===== src/rtl/clk_stop_ctl.sv =====
`timescale 1ns/1ps
module clk_stop_ctl #(
  parameter int N_CPU       = 6,
  parameter int N_M66       = 2,
  parameter int N_PCI       = 5,
  parameter int N_APIC      = 3,
  parameter int N_REF       = 2,
  parameter int WAKE_CYCLES = 300000
) (
  input  logic              clk,
  input  logic              rst_n,
  input  logic              cpu_stop_n,
  input  logic              pci_stop_n,
  input  logic              pwr_dn_n,
  input  logic              cpu_src,
  input  logic              m66_src,
  input  logic              pci_src,
  input  logic              pcif_src,
  input  logic              div2_src,
  input  logic              apic_src,
  input  logic              ref_src,
  input  logic              usb_src,
  output logic [N_CPU-1:0]  cpu_clk,
  output logic [N_M66-1:0]  m66_clk,
  output logic [N_PCI-1:0]  pci_clk,
  output logic              pcif_clk,
  output logic              div2_clk,
  output logic [N_APIC-1:0] apic_clk,
  output logic [N_REF-1:0]  ref_clk,
  output logic              usb_clk,
  output logic              osc_en,
  output logic              pll_en
);

  localparam int NG     = 8;
  localparam int G_CPU  = 0;
  localparam int G_M66  = 1;
  localparam int G_PCI  = 2;
  localparam int G_PCIF = 3;
  localparam int G_DIV2 = 4;
  localparam int G_APIC = 5;
  localparam int G_REF  = 6;
  localparam int G_USB  = 7;
  localparam int CW     = (WAKE_CYCLES > 2) ? $clog2(WAKE_CYCLES) : 1;
  localparam logic [CW-1:0] WAKE_LAST = CW'(WAKE_CYCLES - 1);

  typedef enum logic [1:0] {ST_WAKE, ST_RUN, ST_DRAIN, ST_OFF} pm_t;

  pm_t           state;
  logic [CW-1:0] wcnt;
  logic [1:0]    cs_q, ps_q, pd_q;
  logic          pcif_q, cpu_go, pci_go;
  logic [NG-1:0] src, want, en, gclk;
  logic          pcif_rise, run;

  assign src       = {usb_src, ref_src, apic_src, div2_src,
                      pcif_src, pci_src, m66_src, cpu_src};
  assign pcif_rise = pcif_src & ~pcif_q;
  assign run       = (state == ST_RUN);

  // input synchronizers and PCI-edge decision points
  always_ff @(posedge clk or negedge rst_n) begin
    if (!rst_n) begin
      cs_q   <= 2'b11;
      ps_q   <= 2'b11;
      pd_q   <= 2'b11;
      pcif_q <= 1'b0;
      cpu_go <= 1'b1;
      pci_go <= 1'b1;
    end else begin
      cs_q   <= {cs_q[0], cpu_stop_n};
      ps_q   <= {ps_q[0], pci_stop_n};
      pd_q   <= {pd_q[0], pwr_dn_n};
      pcif_q <= pcif_src;
      if (pcif_rise) begin
        cpu_go <= cs_q[1];
        pci_go <= ps_q[1];
      end
    end
  end

  // power state and wake-up timer
  always_ff @(posedge clk or negedge rst_n) begin
    if (!rst_n) begin
      state <= ST_WAKE;
      wcnt  <= '0;
    end else begin
      case (state)
        ST_WAKE:
          if (!pd_q[1])             state <= ST_OFF;
          else if (wcnt == WAKE_LAST) state <= ST_RUN;
          else                      wcnt  <= wcnt + 1'b1;
        ST_RUN:
          if (!pd_q[1]) state <= ST_DRAIN;
        ST_DRAIN:
          if (en == '0) state <= ST_OFF;
        default:
          if (pd_q[1]) begin
            state <= ST_WAKE;
            wcnt  <= '0;
          end
      endcase
    end
  end

  always_comb begin
    want         = {NG{run}};
    want[G_CPU]  = run & cpu_go;
    want[G_M66]  = run & cpu_go;
    want[G_PCI]  = run & pci_go;
  end

  // gates move only while their source is low
  always_ff @(posedge clk or negedge rst_n) begin
    if (!rst_n) en <= '0;
    else
      for (int g = 0; g < NG; g++)
        if (!src[g]) en[g] <= want[g];
  end

  assign gclk     = src & en;
  assign cpu_clk  = {N_CPU{gclk[G_CPU]}};
  assign m66_clk  = {N_M66{gclk[G_M66]}};
  assign pci_clk  = {N_PCI{gclk[G_PCI]}};
  assign pcif_clk = gclk[G_PCIF];
  assign div2_clk = gclk[G_DIV2];
  assign apic_clk = {N_APIC{gclk[G_APIC]}};
  assign ref_clk  = {N_REF{gclk[G_REF]}};
  assign usb_clk  = gclk[G_USB];
  assign osc_en   = (state != ST_OFF);
  assign pll_en   = (state != ST_OFF);

  AST_OFF_GATES_CLOSED: assert property (@(posedge clk) disable iff (!rst_n)
    (state == ST_OFF) |-> (en == '0));
  AST_OSC_DROP_AFTER_DRAIN: assert property (@(posedge clk) disable iff (!rst_n)
    $fell(osc_en) |-> ($past(en) == '0));
  AST_WAKE_HOLDS_LOW: assert property (@(posedge clk) disable iff (!rst_n)
    (state == ST_WAKE) |-> (en == '0));
  AST_WAKE_CNT_RANGE: assert property (@(posedge clk) disable iff (!rst_n)
    (wcnt <= WAKE_LAST));
  AST_CPU_DECIDE_ON_PCIF: assert property (@(posedge clk) disable iff (!rst_n)
    !$stable(cpu_go) |-> $past(pcif_rise));
  AST_PCI_DECIDE_ON_PCIF: assert property (@(posedge clk) disable iff (!rst_n)
    !$stable(pci_go) |-> $past(pcif_rise));
  AST_APIC_IGNORES_STOPS: assert property (@(posedge clk) disable iff (!rst_n)
    (run && !src[G_APIC]) |=> en[G_APIC]);
  AST_PCIF_IGNORES_STOPS: assert property (@(posedge clk) disable iff (!rst_n)
    (run && !src[G_PCIF]) |=> en[G_PCIF]);

  for (genvar g = 0; g < NG; g++) begin : g_edge_chk
    AST_GATE_MOVES_LOW: assert property (@(posedge clk) disable iff (!rst_n)
      !$stable(en[g]) |-> !$past(src[g]));
  end

endmodule


===== config.mk =====
export PLATFORM = sky130hd
export DESIGN_NAME = clk_stop_ctl
export DESIGN_NICKNAME = d
export VERILOG_FILES = /design/src/rtl/clk_stop_ctl.sv
export SDC_FILE = /design/constraint.sdc
export NUM_CORES = 1
export LEC_CHECK = 0
export CORE_AREA = 2 2 80 82
export CTS_BUF_LIST = sky130_fd_sc_hd__clkbuf_16
export CTS_CLUSTER_DIAMETER = 200
export CTS_CLUSTER_SIZE = 14
export DETAILED_ROUTE_END_ITERATION = 10
export DIE_AREA = 0 0 82 84
export HOLD_SLACK_MARGIN = 0.08
export SYNTH_ARGS = -nofsm -noshare
export SYNTH_HDL_FRONTEND = slang
export SYNTH_SLANG_ARGS = --single-unit

===== constraint.sdc =====
create_clock -name clk -period 2.2 [get_ports clk]
set_input_delay 0.55 -clock clk [delete_from_list [all_inputs] [get_ports clk]]
set_output_delay 0.55 -clock clk [all_outputs]
set_load 0.05 [all_outputs]

==> results_dict.tcl, run 1 <==
set metrics [dict create \
    reg2regPathDepth 5 \
    multi_input_area_um2 942 \
    r2r-start "wcnt[10]" \
    criticalPathCategory "reg -> reg" \
    relSlewSlack 0.689 \
    cp_slowest_stage_delay_ns 0.54 \
    skew_ns 0.00327 \
    hold_class "in -> async" \
    drv_cap 0 \
    fin_crit_sh 0.945 \
    final_net_count 262 \
    cp_slowest_cell "or4_1" \
    synth_edf_count 0 \
    clk_transition_reported_paths_ns 0.06 \
    via_count 1666 \
    io_pins 36 \
    peakVddDrop_uv 565 \
    wl_per_cell_um 13.6 \
    fp.dieArea_um2 6890 \
    fin_crit_ns 2.08 \
    cts_buffers 5 \
    numPortBuffers 35 \
    status "finished clean" \
    cts_tree "done" \
    grt-busiest-layer "met2" \
    globalplace.congestion 0.776 \
    core_area_um2 6100 \
    post_cts_buffers 0 \
    synth_area_um2 2070 \
    leakagePower_nw 1.18 \
    place_hpwl_um 3070 \
    track_usage 0.136 \
    clk-insertion-delay-late_ns 0.27 \
    wl_um 4370 \
    hold_viol 0 \
    clockBufferDepth 2 \
    start_util 0.340 \
    avgSynthCellArea_um2 9.65 \
    p_per_area_nw_per_um2 1150 \
    syn_nets 234 \
    tns_ns 0 \
    grt_use_met1 0.192 \
    ys_warn_count 0 \
    drtAntennaViolNets 0 \
    crit_path_cell_trace "nor4b_2 -> nand4_1 -> or4_1 -> a31o_1 -> mux2_4" \
    grt_pass1_vias 1528 \
    synth_seq_area_share 0.463 \
    layout_common_cells "dfrtp_1, buf_12, nand2_1" \
    setup_viol_count_final 0 \
    htreeDepth 2 \
    fillers 563 \
    cp.required_ns 2.36 \
    cts_sinks 38 \
    syn_inst 215 \
    drive_gt1_frac 0.254 \
    finalMaxSlewViolations 0 \
    die_h_um 84 \
    cts-root-buf "clkbuf_16" \
    synth_top_area_share 0.362 \
    overflow 0 \
    ys_ff_latch 38 \
    worstMarginPinSlew_ns 0.466 \
    synthToLayoutAreaGrowth_pct 39.3 \
    synth_cell_types 41 \
    setup_ws_ns 0.120 \
    drc 0 \
    layout_commonest_cell "dfrtp_1" \
    startpoint_type "flip-flop" \
    synth_flop_cell "dfrtp_1" \
    regArea_um2 961 \
    antenna_found_initial 0 \
    rsz0062_at_grt "no" \
    grtUsageMet3 0.0379 \
    avgViaCountPerCell 5.19 \
    grt_max_degree 28 \
    dr.pass1.iters 4 \
    detailedPlace.worstSlack_ns 0.127 \
    die_w_um 82 \
    fmax_ghz 0.481 \
    grt_pass1_wl_um 7400 \
    r2r_slack_ns 0.12 \
    diodes 0 \
    crit_fanout 6 \
    ys_top_cells_by_area "dfrtp_1, dfstp_2, buf_4, mux2_2, nand2_1" \
    worstSetupEndpointType "flip-flop" \
    drt_iter0_markers 92 \
    cp.arrival_ns 2.24 \
    synth.largest_area_cell "dfrtp_1" \
    rows 29 \
    r2r_end "state[1]" \
    async_reset_ff_frac 1.00 \
    use_met2 0.208 \
    finish.utilization 0.474 \
]
==> registers in the layout, indices dropped and copies added, names as in the netlist, 2 cells and up <==
name	flops
pd_q	2
en	8
cs_q	2
ps_q	2
wcnt	19
state	2
==> power breakdown <==
| group | internal [mW] | leakage [nW] | switching [mW] | total [mW] |
|---|---|---|---|---|
| registers | 0.813 | 0.490 | 0.0760 | 0.889 |
| clock network | 0.645 | 0.0915 | 0.270 | 0.916 |
| logic | 0.658 | 0.602 | 0.854 | 1.51 |
==> timing repair <==
item	in CTS	in global routing
hold buffers	0	0
setup endpoints to repair	0	1
resized for setup	0	1
==> through the flow <==
stage / power (mW) / instances / hold slack [ns] / instance area (µm²)
detailed placement: 2.43 / 313 / 0.348 / 2690
finish: 3.32 / 321 / 0.226 / 2890
global route: 3.53 / 321 / 0.263 / 2890
global placement: 2.42 / 313 / 0.347 / 2690
floorplan: 1.88 / 215 / 0.254 / 2070
CTS: 3.36 / 321 / 0.232 / 2880
==> cells in the mapped netlist, types with 7 or more instances <==
library cell  count
nand2_1          21
nor4_1            7
buf_4            14
mux2_2            7
dfrtp_1          30
a21oi_1          11
nor2_1           12
and2_1            8
a31oi_1           7
clkbuf_1         10
inv_1             7
nand3_1           9
dfstp_2           8
==> cell families after synthesis <==
family	after synthesis	share of synthesized area
buffers and inverters	33	0.0856
adders and majority gates	6	0.0362
AOI/OAI and AO/OA	44	0.143
muxes	10	0.0549
DFF	38	0.463
and+or+nand+nor	84	0.217
==> per-layer routing <==
metal  vias up  share of wire
li1        823              -
met1       790           0.48
met2        49           0.46
met3         4          0.063
met4         0         0.0039
met5         -              0
==> layout make-up <==
class / instances / area share
clock inverters: 3 / 0.0221
multi-input cells: 144 / 0.326
clock buffers: 5 / 0.0433
repair buffers: 46 / 0.232
well taps: 77 / 0.0333
flip-flops and latches: 38 / 0.333
inverters: 8 / 0.0104
==> worst max-delay path: cells and delay by family (launching register included) <==
family          cells  cell delay, ns
compound gates      1            0.29
flops               1            0.44
mux                 1            0.30
simple gates        3            0.94
==> worst max-delay path by stage <==
stage | from | end | slack, ns
after floorplan | wcnt[0] | state[1] | 0.27
after global placement | apic_src | apic_clk[0] | 0.15
after detailed placement | wcnt[10] | state[1] | 0.13
after CTS | wcnt[10] | state[1] | 0.12
after global routing | wcnt[10] | state[1] | 0.04
final | wcnt[10] | state[1] | 0.12
(Power assumes the default switching activity.)
==> run 2, diff against run 1 <==
ABC_CLOCK_PERIOD_IN_PS = 2200   (was unset)
==> results of run 2 <==
The final DEF is identical to that of run 1; final timing and power are the same.
==> run 3, diff against run 2 <==
ABC_AREA = 0   (was unset)
==> results of run 3 <==
The final DEF is identical to that of run 1; final timing and power are the same.
